===== src/rtl/spi_dual_pkg.sv =====
package spi_dual_pkg;
  localparam int unsigned DATA_W = 8;

  localparam logic [1:0] ADDR_CTRL = 2'd0;
  localparam logic [1:0] ADDR_STAT = 2'd1;
  localparam logic [1:0] ADDR_DATA = 2'd2;

  typedef struct packed {
    logic [1:0] rate;
    logic       cpha;
    logic       cpol;
    logic       lsb_first;
    logic       ign_sel;
    logic       master;
    logic       enable;
  } spi_ctrl_t;
endpackage


===== src/rtl/spi_pin_sync.sv =====
module spi_pin_sync #(
  parameter int unsigned    W       = 3,
  parameter int unsigned    STAGES  = 3,
  parameter logic [W-1:0]   RST_VAL = '0
) (
  input  logic         clk,
  input  logic         rst_n,
  input  logic [W-1:0] din,
  output logic [W-1:0] s_last,
  output logic [W-1:0] s_prev
);
  logic [W-1:0] stage_q [STAGES];

  for (genvar g = 0; g < STAGES; g++) begin : g_stage
    logic [W-1:0] stage_d;
    if (g == 0) begin : g_first
      always_comb stage_d = din;
    end else begin : g_next
      always_comb stage_d = stage_q[g-1];
    end
    always_ff @(posedge clk or negedge rst_n) begin
      if (!rst_n) stage_q[g] <= RST_VAL;
      else        stage_q[g] <= stage_d;
    end
  end

  assign s_last = stage_q[STAGES-2];
  assign s_prev = stage_q[STAGES-1];
endmodule


===== src/rtl/spi_rate_div.sv =====
module spi_rate_div #(
  parameter int unsigned DIV0 = 4,
  parameter int unsigned DIV1 = 16,
  parameter int unsigned DIV2 = 64,
  parameter int unsigned DIV3 = 128
) (
  input  logic       clk,
  input  logic       rst_n,
  input  logic       run,
  input  logic [1:0] rate,
  output logic       tick
);
  localparam int unsigned CNT_W = $clog2(DIV3 / 2);
  localparam logic [CNT_W-1:0] LIM0 = CNT_W'(DIV0 / 2 - 1);
  localparam logic [CNT_W-1:0] LIM1 = CNT_W'(DIV1 / 2 - 1);
  localparam logic [CNT_W-1:0] LIM2 = CNT_W'(DIV2 / 2 - 1);
  localparam logic [CNT_W-1:0] LIM3 = CNT_W'(DIV3 / 2 - 1);

  logic [CNT_W-1:0] cnt_q, cnt_d, limit;

  always_comb begin
    case (rate)
      2'd0:    limit = LIM0;
      2'd1:    limit = LIM1;
      2'd2:    limit = LIM2;
      default: limit = LIM3;
    endcase
  end

  assign tick = run && (cnt_q == limit);

  always_comb begin
    if (!run || tick) cnt_d = '0;
    else              cnt_d = cnt_q + 1'b1;
  end

  always_ff @(posedge clk or negedge rst_n) begin
    if (!rst_n) cnt_q <= '0;
    else        cnt_q <= cnt_d;
  end
endmodule


===== src/rtl/spi_bit_shifter.sv =====
module spi_bit_shifter #(
  parameter int unsigned WIDTH = 8
) (
  input  logic             clk,
  input  logic             rst_n,
  input  logic             load,
  input  logic [WIDTH-1:0] load_byte,
  input  logic             abort,
  input  logic             lead,
  input  logic             trail,
  input  logic             cpha,
  input  logic             lsb_first,
  input  logic             in_bit,
  output logic             out_bit,
  output logic             busy,
  output logic             done,
  output logic [WIDTH-1:0] rx_byte
);
  localparam int unsigned CNT_W = $clog2(WIDTH);
  localparam logic [CNT_W-1:0] LAST = CNT_W'(WIDTH - 1);

  logic [WIDTH-1:0] sh_q, sh_d, shifted;
  logic [CNT_W-1:0] cnt_q, cnt_d;
  logic             mid_q, mid_d, samp_q, samp_d, ins;

  assign ins     = cpha ? in_bit : samp_q;
  assign shifted = lsb_first ? {ins, sh_q[WIDTH-1:1]} : {sh_q[WIDTH-2:0], ins};
  assign out_bit = lsb_first ? sh_q[0] : sh_q[WIDTH-1];
  assign busy    = (cnt_q != '0) || mid_q;
  assign done    = trail && !abort && !load && (cnt_q == LAST);
  assign rx_byte = shifted;

  always_comb begin
    sh_d   = sh_q;
    cnt_d  = cnt_q;
    mid_d  = mid_q;
    samp_d = samp_q;
    if (load) begin
      sh_d  = load_byte;
      cnt_d = '0;
      mid_d = 1'b0;
    end else if (abort) begin
      cnt_d = '0;
      mid_d = 1'b0;
    end else if (trail) begin
      sh_d  = shifted;
      cnt_d = (cnt_q == LAST) ? '0 : cnt_q + 1'b1;
      mid_d = 1'b0;
    end else if (lead) begin
      mid_d = 1'b1;
      if (!cpha) samp_d = in_bit;
    end
  end

  always_ff @(posedge clk or negedge rst_n) begin
    if (!rst_n) begin
      sh_q   <= '0;
      cnt_q  <= '0;
      mid_q  <= 1'b0;
      samp_q <= 1'b0;
    end else begin
      sh_q   <= sh_d;
      cnt_q  <= cnt_d;
      mid_q  <= mid_d;
      samp_q <= samp_d;
    end
  end

  // a new byte may only enter the shifter between transfers
  assert_load_when_idle_R10: assert property (@(posedge clk) disable iff (!rst_n)
    load |-> !busy);
endmodule


===== src/rtl/spi_dual_ctrl.sv =====
module spi_dual_ctrl
  import spi_dual_pkg::*;
#(
  parameter int unsigned DIV0 = 4,
  parameter int unsigned DIV1 = 16,
  parameter int unsigned DIV2 = 64,
  parameter int unsigned DIV3 = 128
) (
  input  logic              clk,
  input  logic              rst_n,
  input  logic              wr_en,
  input  logic [1:0]        wr_addr,
  input  logic [DATA_W-1:0] wr_data,
  input  logic [1:0]        rd_addr,
  output logic [DATA_W-1:0] rd_data,
  output logic              irq,
  input  logic              sclk_i,
  output logic              sclk_o,
  output logic              sclk_oe,
  input  logic              mosi_i,
  output logic              mosi_o,
  output logic              mosi_oe,
  input  logic              miso_i,
  output logic              miso_o,
  output logic              miso_oe,
  input  logic              ssel_n_i
);
  // reset: asserted asynchronously, released on the clock
  logic rst_a_q, rst_b_q;
  always_ff @(posedge clk or negedge rst_n) begin
    if (!rst_n) begin
      rst_a_q <= 1'b0;
      rst_b_q <= 1'b0;
    end else begin
      rst_a_q <= 1'b1;
      rst_b_q <= rst_a_q;
    end
  end
  logic rst_q;
  assign rst_q = rst_b_q;

  // pad input synchronisers: {ssel_n, mosi, sclk}
  logic [2:0] pin_last, pin_prev;
  spi_pin_sync #(.W(3), .STAGES(3), .RST_VAL(3'b100)) i_sync (
    .clk(clk), .rst_n(rst_q), .din({ssel_n_i, mosi_i, sclk_i}),
    .s_last(pin_last), .s_prev(pin_prev)
  );
  logic sclk_s, sclk_s_old, mosi_s_old, ssel_n_s;
  assign sclk_s     = pin_last[0];
  assign sclk_s_old = pin_prev[0];
  assign mosi_s_old = pin_prev[1];
  assign ssel_n_s   = pin_last[2];

  // registers
  spi_ctrl_t         ctrl_q, ctrl_d;
  logic              done_q, done_d, wcol_q, wcol_d;
  logic [DATA_W-1:0] rxbuf_q, rxbuf_d;
  logic              m_busy_q, m_busy_d, sclk_q, sclk_d;

  // roles
  logic role_master, slave_sel;
  assign role_master = ctrl_q.enable && ctrl_q.master && (ctrl_q.ign_sel || ssel_n_s);
  assign slave_sel   = ctrl_q.enable && !role_master && (ctrl_q.ign_sel || !ssel_n_s);

  // shifter control
  logic sh_busy, sh_done, sh_out, tick;
  logic [DATA_W-1:0] sh_rx;
  logic xfer_busy, data_wr, stat_wr, ctrl_wr, load, abort;
  logic m_lead, m_trail, s_edge, s_lead, s_trail, in_bit;

  assign xfer_busy = m_busy_q || sh_busy;
  assign data_wr   = wr_en && (wr_addr == ADDR_DATA);
  assign stat_wr   = wr_en && (wr_addr == ADDR_STAT);
  assign ctrl_wr   = wr_en && (wr_addr == ADDR_CTRL);
  assign load      = data_wr && !xfer_busy && ctrl_q.enable;
  assign abort     = (!role_master && !slave_sel) || (m_busy_q && !role_master);

  assign m_lead  = m_busy_q && tick && (sclk_q == ctrl_q.cpol);
  assign m_trail = m_busy_q && tick && (sclk_q != ctrl_q.cpol);
  assign s_edge  = slave_sel && (sclk_s != sclk_s_old);
  assign s_lead  = s_edge && (sclk_s != ctrl_q.cpol);
  assign s_trail = s_edge && (sclk_s == ctrl_q.cpol);
  assign in_bit  = role_master ? miso_i : mosi_s_old;

  spi_rate_div #(.DIV0(DIV0), .DIV1(DIV1), .DIV2(DIV2), .DIV3(DIV3)) i_div (
    .clk(clk), .rst_n(rst_q), .run(m_busy_q), .rate(ctrl_q.rate), .tick(tick)
  );

  spi_bit_shifter #(.WIDTH(DATA_W)) i_shift (
    .clk(clk), .rst_n(rst_q), .load(load), .load_byte(wr_data), .abort(abort),
    .lead(m_lead || s_lead), .trail(m_trail || s_trail),
    .cpha(ctrl_q.cpha), .lsb_first(ctrl_q.lsb_first), .in_bit(in_bit),
    .out_bit(sh_out), .busy(sh_busy), .done(sh_done), .rx_byte(sh_rx)
  );

  // next state
  always_comb begin
    ctrl_d   = ctrl_wr ? spi_ctrl_t'(wr_data) : ctrl_q;
    done_d   = sh_done || (done_q && !(stat_wr && wr_data[0]));
    wcol_d   = (data_wr && xfer_busy) || (wcol_q && !(stat_wr && wr_data[1]));
    rxbuf_d  = sh_done ? sh_rx : rxbuf_q;
    if (!role_master)                m_busy_d = 1'b0;
    else if (load)                   m_busy_d = 1'b1;
    else if (sh_done)                m_busy_d = 1'b0;
    else                             m_busy_d = m_busy_q;
    if (!m_busy_q)                   sclk_d = ctrl_q.cpol;
    else if (tick)                   sclk_d = !sclk_q;
    else                             sclk_d = sclk_q;
  end

  always_ff @(posedge clk or negedge rst_q) begin
    if (!rst_q) begin
      ctrl_q   <= '0;
      done_q   <= 1'b0;
      wcol_q   <= 1'b0;
      rxbuf_q  <= '0;
      m_busy_q <= 1'b0;
      sclk_q   <= 1'b0;
    end else begin
      ctrl_q   <= ctrl_d;
      done_q   <= done_d;
      wcol_q   <= wcol_d;
      rxbuf_q  <= rxbuf_d;
      m_busy_q <= m_busy_d;
      sclk_q   <= sclk_d;
    end
  end

  // outputs
  assign irq     = done_q;
  assign sclk_o  = sclk_q;
  assign sclk_oe = role_master;
  assign mosi_o  = sh_out;
  assign mosi_oe = role_master;
  assign miso_o  = sh_out;
  assign miso_oe = slave_sel;

  always_comb begin
    case (rd_addr)
      ADDR_CTRL: rd_data = ctrl_q;
      ADDR_STAT: rd_data = {{(DATA_W-2){1'b0}}, wcol_q, done_q};
      ADDR_DATA: rd_data = rxbuf_q;
      default:   rd_data = '0;
    endcase
  end

  assert_pins_quiet_R2: assert property (@(posedge clk) disable iff (!rst_q)
    !ctrl_q.enable |-> !(sclk_oe || mosi_oe || miso_oe));
  assert_one_role_R6: assert property (@(posedge clk) disable iff (!rst_q)
    !(sclk_oe && miso_oe));
  assert_clock_rests_R4: assert property (@(posedge clk) disable iff (!rst_q)
    ($fell(m_busy_q) && role_master) |-> (sclk_q == ctrl_q.cpol));
  assert_irq_from_done_R9: assert property (@(posedge clk) disable iff (!rst_q)
    $rose(irq) |-> $past(sh_done));
  assert_rxbuf_only_done_R11: assert property (@(posedge clk) disable iff (!rst_q)
    !$stable(rxbuf_q) |-> $past(sh_done));
  assert_collision_keeps_xfer_R10: assert property (@(posedge clk) disable iff (!rst_q)
    (data_wr && m_busy_q && role_master && !sh_done) |=> m_busy_q);
endmodule


===== config.mk =====
export PLATFORM = sky130hd
export DESIGN_NAME = spi_dual_ctrl
export DESIGN_NICKNAME = d
export VERILOG_FILES = /design/src/rtl/spi_dual_pkg.sv /design/src/rtl/spi_pin_sync.sv /design/src/rtl/spi_rate_div.sv /design/src/rtl/spi_bit_shifter.sv /design/src/rtl/spi_dual_ctrl.sv
export SDC_FILE = /design/constraint.sdc
export NUM_CORES = 1
export LEC_CHECK = 0
export ABC_AREA = 1
export BUFFER_PORTS_ARGS = -buffer_cell sky130_fd_sc_hd__clkbuf_2
export CORE_ASPECT_RATIO = 1.25
export CORE_MARGIN = 3
export CORE_UTILIZATION = 30
export DETAILED_ROUTE_END_ITERATION = 16
export SLEW_MARGIN = 20
export SYNTH_ARGS = -nofsm -noshare
export SYNTH_HDL_FRONTEND = slang
export SYNTH_SLANG_ARGS = --single-unit

===== constraint.sdc =====
create_clock -name clk -period 1.7 [get_ports clk]
set_clock_uncertainty 0.15 [all_clocks]
set_input_delay 0.17 -clock clk [delete_from_list [all_inputs] [get_ports clk]]
set_output_delay 0.17 -clock clk [all_outputs]
set_load 0.01 [all_outputs]

==> run metrics, run 1 <==
CP endpoint kind flop; Critical Path Start Type flop; P_leak approximately 0.0017 uW; PwrDens roughly 900 nW/um2; CTS Sinks 49; synth top area cells dfrtp_1 48%, nand2_1 13%, inv_1 6.3%; clock latency on the worst-skew pair between 300 and 400 ps; Port Buffers 33; fillcell total roughly 770; first drt pass iteration count 4; Area Overhead vs Synth 39.4%; Vias 2255; Period Utilization, post-route 103%; GR Overflow Total 0; CTS tree done; worst setup margin -59.5 ps; drt first-iter violations 83; Chip Width 87.0 um; starting density of the core 31.2%; CP Data Required Time 1760 ps; Final Hold Viols 0; Avg Cell Area, Syn roughly 8.2 um2; pin count of the biggest net entering global routing 20; Seq/Total Area, Yosys ~50%; status complete, but fails checks; area of the multi-input gates between 1000 and 1500 um2; post-route cell area 3430 um2; final WL approximately 6600 um; max-cap violation count 0; post-synth top area cell dfrtp_1; Period minus WS final ~1800 ps; die area between 9000 and 10000 um2; FMAX ~570 MHz; kind of critical path reg -> reg; slew margin rel. 63.7%; final-report setup violation count 19; commonest non-fill, non-tap cell in the layout nand2_1; DR WL/cell ~14 um; DRC 0; Yosys cell types 32; min-delay worst type in -> reg; ratio of cells with drive above 1 in the final layout between 30% and 40%; net count after synthesis roughly 320; failing checks negative setup slack; Storage cell area ~1200 um2; Synth Register Bits 49; most frequent cells in the layout 67 x nand2_1, 45 x dfrtp_1, 36 x inv_1; post-route ant nets 0; GP Congestion 0.870; H-Tree Depth 2; IR drop worst, VDD 0.622 mV; die extent in y approximately 110 um; RSZ-0062 raised after global routing true; Max clock buf depth 2; worst-margin pin slew ~540 ps; Mapped Area ~2500 um2; Syn Inst Count 299; Slew Limit Fails 0; Nets between 400 and 500; Worst-path clk slew approximately 90 ps; row count 36; Area after DPL 2940 um2; I/O pins 34; core area around 7900 um2; Reg2Reg Setup Slack -60 ps; crit-path max FO 8; Yosys warnings 0; first-pass GRT wire length about 11000 um; Overall Power between 3000 and 4000 uW; n_diodes 0; DP Wirelength around 5000 um; GRT Util Overall between 10 and 15%; Synth top area share roughly 48%; clk root buf clkbuf_8; Arr. time, crit path ~1800 ps; vias per cell 4.72; CTS buffer count 5; initial antenna violation count 0; vias in the first global route roughly 2300
[critical path: stages, from the launching register on]
cell and delay (ps):
dfrtp_1 420, nor2_2 120, nor2_2 50, buf_4 140, nor2_4 180, nand3_4 130
nand2_8 130, nand2_4 60, nand2_4 100, inv_6 60, nand2_2 60, nand2_2 50
[flip-flops by register name, summed over array words and instances (netlist names), 2 cells and up]
register	cells
i_sync.s_prev	2
i_sync.g_stage.stage_d	3
i_div.cnt_q	6
i_sync.s_last	3
rxbuf_q	8
ctrl_q	8
i_shift.sh_q	8
i_shift.cnt_q	3
[worst paths after layout]
kind,startpoint,to,cells past startpoint
hold reg to reg,rst_b_q$_DFF_PN0_,i_sync.g_stage[1].stage_d[0]$_DFF_PN0_,0
setup / recovery,ctrl_q[2]$_DFFE_PN0P_,i_shift.sh_q[5]$_DFFE_PN0P_,11
setup reg to reg,ctrl_q[2]$_DFFE_PN0P_,i_shift.sh_q[5]$_DFFE_PN0P_,11
hold / removal,wr_data[5],ctrl_q[5]$_DFFE_PN0P_,3
min in group asynchronous,rst_n,rst_a_q$_DFF_PN0_,2
max in group asynchronous,rst_b_q$_DFF_PN0_,ctrl_q[3]$_DFFE_PN0P_,1
[routing by layer]
| layer | vias to the layer above | global-route usage [%] | share of wire (%) |
|---|---|---|---|
| met5 | - | 0 | 0 |
| met4 | 0 | 5.79 | 2.8 |
| met3 | 11 | 2.00 | 2.6 |
| met2 | 47 | 26.0 | 53 |
| met1 | 1085 | 18.4 | 42 |
| li1 | 1112 | - | - |
[area by class of cell]
cell class                      count  area share (%)
Sequential cell                    49            35.9
Multi-Input combinational cell    199            35.2
Timing Repair Buffer               79            17.0
Inverter                           47            5.80
Tap cell                           95            3.47
Clock buffer                        6            2.12
Clock inverter                      2           0.401
Timing Repair inverter              1           0.182
[cell families (layout without fill, tap and decap cells)]
kind of cell / after synthesis / count (layout) / share of synthesized area (%)
buf+inv: 52 / 135 / 9.10
xor+xnor: 6 / 6 / 2.14
compound gates: 51 / 51 / 11.3
simple gates: 136 / 137 / 25.3
fa+ha+maj: 4 / 4 / 2.03
flops: 49 / 49 / 49.9
other cells: 1 / 1 / 0.152
[what timing repair did]
item                                    4_1_cts  5_1_grt
resized for setup                            34       41
pin swaps                                    10       16
hold buffers                                 10        0
cloned                                        1        1
setup buffers                                 6        2
hold endpoints to repair                     11        0
endpoints found under the setup margin       28       35
[stage by stage]
stage          utilization [%]  worst slack [ps]  TNS [ps]  instances  hold slack [ps]
5_1_grt                   43.5              -161     -3220        478             42.1
3_3_place_gp              37.2             -92.0     -1190        450             -194
3_5_place_dp              37.2              -151     -1800        450             -192
2_1_floorplan                -             -10.9     -99.5        299             -276
6_report                  43.5             -59.5      -666        478             11.1
4_1_cts                   41.8             -47.8      -316        475             17.6
[report_power, final]
part,switching (uW),total [uW],internal (uW)
Combinational,526,898,372
Sequential,134,1450,1320
Clock,427,722,295
Total,1090,3070,1980
[cell usage after synthesis]
master,instances
nand2_4,2
nand3_4,2
nand3_1,18
buf_4,2
a21oi_1,6
o221ai_1,1
inv_2,2
o21ai_1,5
nor2_4,1
o21a_1,1
dfstp_2,2
xnor2_1,3
clkbuf_1,2
nand4_1,1
dfrtp_1,47
o211ai_1,2
a31oi_1,5
conb_1,1
nor3_4,1
o22ai_1,4
or2_2,2
ha_1,4
nand2_1,82
nand2_2,2
inv_4,4
o21ai_0,27
inv_1,41
buf_8,1
nor2_1,23
nand4_2,1
nand3_2,1
xor2_1,3
Note: power is estimated with default switching activity, not from simulation.
==> inputs of run 2 (changes only) <==
==> constraint.sdc (replaced) <==
create_clock -name clk -period 1.7 [get_ports clk]
set_clock_uncertainty 0.15 [all_clocks]
set_input_delay 0.34 -clock clk [delete_from_list [all_inputs] [get_ports clk]]
set_output_delay 0.34 -clock clk [all_outputs]
set_load 0.01 [all_outputs]
==> run metrics, run 2 (synthesis gave the netlist of run 1 again) <==
status complete, but fails checks; failing checks negative setup slack; Clk pwr share 21.5% (-2.0 points); first-pass GRT wire length 11100 um (+1.3%); Seq pwr share 45.7% (-1.6 points); Period minus WS final 1910 ps (+155 ps); vias per cell 4.77 (+1.1%); FMAX 522 MHz (-8.1%); min-delay worst type reg -> async; Layout Cells excl Fill 482 (+0.84%); drt first-iter violations 114 (+37%); slew margin rel. 61.1% (-2.7 points); I/O pins 34 (unchanged); combinational power share 32.9% (+3.7 points); Worst path most repeated cell buf_6; most frequent cells in the layout 66 x nand2_1, 41 x dfrtp_1, 32 x inv_1, 32 x buf_4, 25 x clkbuf_2; PwrDens 879 nW/um2 (-1.8%); Nets 409 (+0.99%); n_diodes 0 (unchanged); final WL 7000 um (+6.1%); Area Overhead vs Synth 47.7%; Overall Power 3200 uW (+4.1%); Critical Path Start Type flop; initial antenna violation count 0 (unchanged); DP Wirelength 4840 um (-0.52%); Port Buffers 33 (unchanged); Worst-path clk slew 90 ps (about the same); max-cap violation count 0 (unchanged); Max clock buf depth 2 (unchanged); Period Utilization, post-route 113% (+9.1 points); CP max stage delay 550 ps (+130 ps); crit-path max FO 5 (-3); GP Congestion 0.837 (-3.8%); H-Tree Depth 2 (unchanged); GR Overflow Total 0 (unchanged); GRT Util Overall 15.4% (+0.44 points); Switching Fraction 35.6% (+0.24 points); core area 7880 um2 (unchanged); final-report setup violation count 28 (+9); die area 9330 um2 (unchanged); post-route ant nets 0 (unchanged); hold_ws 126 ps (+115 ps); CTS buffer count 5 (unchanged); clock latency on the worst-skew pair 310 ps (about the same); ratio of cells with drive above 1 in the final layout 43.9% (+8.2 points); Worst path slowest cell dfstp_2; row count 36 (unchanged); IR drop worst, VDD 0.546 mV (-12%); pre-CTS setup slack -166 ps (-15.2 ps); CTS tree done; Slew Limit Fails 0 (unchanged); kind of critical path reg -> reg; commonest non-fill, non-tap cell in the layout nand2_1; placed cells 452 (+0.44%); Top Registers ctrl_q (8), i_shift.sh_q (8), rxbuf_q (8); pin count of the biggest net entering global routing 26 (+30%); Cell Chain, Critical Path nor2_2 > nor2_4 > nand2_2 > buf_6 > o21ai_4 > nand2_8 > clkinv_8 > nand3_4 > buf_6 > nand2_1 > o21ai_1; first drt pass iteration count 4 (unchanged); Power Internal 2060 uW (+3.7%); DRC 0 (unchanged); DR WL/cell 14.5 um (+5.3%); Vias 2298 (+1.9%); die extent in y 107 um (unchanged); worst-margin pin slew 584 ps (+41.5 ps); switching pwr 1140 uW (+4.8%); Chip Width 87.0 um (unchanged); Arr. time, crit path 1960 ps (+140 ps); vias in the first global route 2282 (-0.48%); starting density of the core 31.2% (unchanged); CP Data Required Time 1750 ps (about the same); CTS Sinks 49 (unchanged); RSZ-0062 raised after global routing true; P_leak 0.00174 uW (+2.7%); worst setup margin -215 ps (-155 ps); clk root buf clkbuf_8; CP endpoint kind flop; Final Hold Viols 0 (unchanged)
-- run 2: power by group through the flow --
| stage | registers [uW] | logic [uW] | clock network (uW) |
|---|---|---|---|
| 2_1_floorplan | 1440 | 466 | 0 |
| 3_3_place_gp | 1460 | 711 | 0 |
| 3_5_place_dp | 1470 | 717 | 0 |
| 4_1_cts | 1440 | 848 | 703 |
| 5_1_grt | 1480 | 1170 | 763 |
| 6_report | 1460 | 1050 | 685 |
-- run 2: worst paths after layout --
check / from / to / slack (ps) / depth (start not counted)
worst max-delay path: i_sync.s_last[2]$_DFF_PN1_ / rxbuf_q[7]$_DFFE_PN0P_ / -210 / 11
worst min-delay path: rst_b_q$_DFF_PN0_ / i_sync.s_last[1]$_DFF_PN0_ / 130 / 0
max in group asynchronous: rst_b_q$_DFF_PN0_ / sclk_o$_DFFE_PN0N_ / 740 / 1
worst min register to register: rst_b_q$_DFF_PN0_ / i_sync.s_last[1]$_DFF_PN0_ / 130 / 0
min in group clk: wr_data[3] / ctrl_q[3]$_DFFE_PN0P_ / 140 / 3
worst max register to register: i_sync.s_last[2]$_DFF_PN1_ / rxbuf_q[7]$_DFFE_PN0P_ / -210 / 11
-- run 2: layer usage --
metal | share of wire [%] | vias up | track usage [%]
met4 | 2.2 | 0 | 5.90
met1 | 40 | 1095 | 18.4
met3 | 4.1 | 14 | 2.77
met2 | 53 | 64 | 26.8
li1 | - | 1125 | -
met5 | 0 | - | 0
-- run 2: cell type report --
type / count / area (um2)
timing repair buffer: 82 / 628
sequential: 49 / 1240
multi-input combinational: 199 / 1340
clock buffer: 7 / 76.3
clock inverter: 1 / 7.51
inverter: 47 / 209
timing repair inverter: 2 / 15.0
tap: 95 / 119
fill: 741 / 4250
-- run 2: stage by stage --
step / setup TNS (ps) / util, % / area, um2
5_1_grt: -5920 / 46.1 / 3630
3_5_place_dp: -1830 / 37.6 / 2960
2_1_floorplan: -99.5 / - / 2460
4_1_cts: -2130 / 41.9 / 3300
6_report: -3720 / 46.1 / 3630
3_3_place_gp: -1120 / 37.6 / 2960
-- run 2: critical path, delay by kind of cell (launching register included) --
family / cells / cell delay [ps]
AO/OA/AOI/OAI: 2 / 150
buffers and inverters: 3 / 360
flip-flops: 1 / 550
AND/OR/NAND/NOR: 6 / 580
-- run 2: repair_timing --
action | in CTS | in global routing
hold buffers | 4 | 0
pin swaps | 12 | 21
setup buffers | 5 | 10
gates resized for setup | 48 | 77
setup endpoints to repair | 32 | 41
endpoints found under the hold margin | 5 | 0
gates cloned | 3 | 0
==> inputs of run 3 (changes only) <==
--- a/config.mk
+++ b/config.mk
@@ -8,9 +8,10 @@
 export ABC_AREA = 1
 export BUFFER_PORTS_ARGS = -buffer_cell sky130_fd_sc_hd__clkbuf_2
 export CORE_ASPECT_RATIO = 1.25
-export CORE_MARGIN = 3
+export CORE_MARGIN = 5
 export CORE_UTILIZATION = 30
 export DETAILED_ROUTE_END_ITERATION = 16
+export GPL_TIMING_DRIVEN = 0
 export SLEW_MARGIN = 20
 export SYNTH_ARGS = -nofsm -noshare
 export SYNTH_HDL_FRONTEND = slang
==> run metrics, run 3 (synthesis gave the netlist of run 1 again) <==
min-delay worst type reg -> async; Reg2Reg Setup Slack -200 ps (about the same); Critical Path Start Type flop; FMAX 526 MHz (+0.71%); Port Buffers 33 (unchanged); initial antenna violation count 0 (unchanged); Nets 399 (-2.4%); DP Wirelength 4520 um (-6.7%); commonest non-fill, non-tap cell in the layout nand2_1; row count 37 (+2.8%); drt first-iter violations 128 (+12%); I/O pins 34 (unchanged); worst setup margin -201 ps (+13.5 ps); Period Utilization, post-route 112% (-0.79 points); H-Tree Depth 2 (unchanged); kind of critical path reg -> reg; RSZ-0062 raised after global routing true; final-report setup violation count 26 (-7.1%); failing checks negative setup slack; GRT Util Overall 13.5% (-1.8 points); CTS Sinks 49 (unchanged); CP endpoint kind flop; Period minus WS final 1900 ps (-13.5 ps); post-layout util 44.3% (-1.8 points); Worst-path clk slew 90 ps (about the same); clock latency on the worst-skew pair 310 ps (about the same); fillcell total 727 (-1.9%); die extent in y 111 um (+3.7%); crit-path max FO 7 (+2); final WL 7000 um (about the same); worst-margin pin slew 518 ps (-66.3 ps); PwrDens 947 nW/um2 (+7.7%); vias in the first global route 2378 (+4.2%); first-pass GRT wire length 11200 um (+0.75%); CP max stage delay 570 ps (+20 ps); GP Congestion 0.839 (+0.22%); IR drop worst, VDD 0.644 mV (+18%); setup tns final -3190 ps (+527 ps); ratio of cells with drive above 1 in the final layout 43.5% (-0.43 points); Worst path most repeated cell nor2_4; Arr. time, crit path 1960 ps (about the same); Slew Limit Fails 0 (unchanged); clk root buf clkbuf_8; slew margin rel. 65.5% (+4.4 points); DR WL/cell 14.8 um (+1.6%); first drt pass iteration count 4 (unchanged); core area 8100 um2 (+2.8%); starting density of the core 30.4% (-0.84 points); pin count of the biggest net entering global routing 26 (unchanged); pre-CTS setup slack -309 ps (-143 ps); most frequent cells in the layout 60 x nand2_1, 42 x dfrtp_1, 33 x inv_1; CP Data Required Time 1760 ps (about the same); n_diodes 0 (unchanged); Vias 2288 (-0.44%); Top Registers ctrl_q (8), i_shift.sh_q (8), rxbuf_q (8); vias per cell 4.83 (+1.2%); die area 10100 um2 (+8.5%); CTS buffer count 5 (unchanged); Chip Width 91.0 um (+4.6%); post-route ant nets 0 (unchanged); Max clock buf depth 2 (unchanged); Area Overhead vs Synth 46.0%; Worst path slowest cell dfstp_2; GR Overflow Total 0 (unchanged); max-cap violation count 0 (unchanged); Cell Chain, Critical Path nor2_4 > nor2_4 > nand2_4 > buf_6 > o21ai_4 > nand2_8 > inv_8 > nand3_4 > buf_12 > nand2_2 > o21ai_1; CTS tree done; Final Hold Viols 0 (unchanged); P_leak 0.00173 uW (-0.47%); status complete, but fails checks; DRC 0 (unchanged)
==> run 3: cell types whose count changed in the layout (fill, tap and decap cells not counted), sizes merged <==
cell and delta:
clkbuf +2, bufinv +1, nand3 -1, clkinv -1, buf -11
==> run 3: power breakdown <==
| part | total [uW] | internal (uW) | switching [uW] |
|---|---|---|---|
| logic | 1060 | 465 | 593 |
| clock network | 873 | 480 | 393 |
| registers | 1470 | 1320 | 151 |
==> run 3: repair_timing <==
| item | 4_1_cts | 5_1_grt |
|---|---|---|
| hold buffers | 4 | 0 |
| pin swaps | 21 | 12 |
| resized for setup | 81 | 46 |
| gates cloned | 2 | 0 |
| buffers inserted | 26 | 5 |
| endpoints found under the setup margin | 36 | 41 |
| hold endpoints to repair | 5 | 0 |
==> run 3: critical path, delay by kind of cell (launching register included) <==
kind,cells,cell delay [ps]
flops,1,570
compound gates,2,150
buf+inv,3,380
simple gates,6,540
==> run 3: final timing paths <==
path,depth (start not counted),end,startpoint
worst min register to register,0,ctrl_q[6]$_DFFE_PN0P_,rst_b_q$_DFF_PN0_
max in group asynchronous,1,i_sync.s_last[2]$_DFF_PN1_,rst_b_q$_DFF_PN0_
worst max register to register,11,rxbuf_q[0]$_DFFE_PN0P_,i_sync.s_last[2]$_DFF_PN1_
min in group clk,3,ctrl_q[4]$_DFFE_PN0P_,wr_data[4]
worst max-delay path,11,rxbuf_q[0]$_DFFE_PN0P_,i_sync.s_last[2]$_DFF_PN1_
worst min-delay path,0,ctrl_q[6]$_DFFE_PN0P_,rst_b_q$_DFF_PN0_
==> run 3: layer usage <==
layer | wire length [um] | track usage [%] | part of all wire (%)
met3 | 302 | 2.31 | 4.3
met2 | 3760 | 24.1 | 54
met4 | 189 | 5.28 | 2.7
met1 | 2750 | 15.9 | 39
met5 | 0 | 0 | 0
==> run 3: final cells by class <==
cell class	count	area, um2	share of cell area [%]
Clock inverter	1	30.0	0.836
Timing Repair Buffer	69	520	14.5
Multi-Input combinational cell	198	1340	37.2
Sequential cell	49	1230	34.4
Tap cell	97	121	3.38
Clock buffer	7	86.3	2.40
Timing Repair inverter	2	12.5	0.348
Inverter	47	205	5.71
Buffer	4	43.8	1.22
==> run 3: metrics by stage <==
| stage | power [uW] | hold slack, ps | cell area (um2) | instances |
|---|---|---|---|---|
| floorplan | 1900 | -106 | 2460 | 299 |
| global placement | 2110 | -22.9 | 2750 | 429 |
| detailed placement | 2130 | -20.6 | 2770 | 430 |
| CTS | 3290 | 124 | 3410 | 470 |
| global route | 3580 | 142 | 3590 | 474 |
| finish | 3400 | 87.4 | 3590 | 474 |
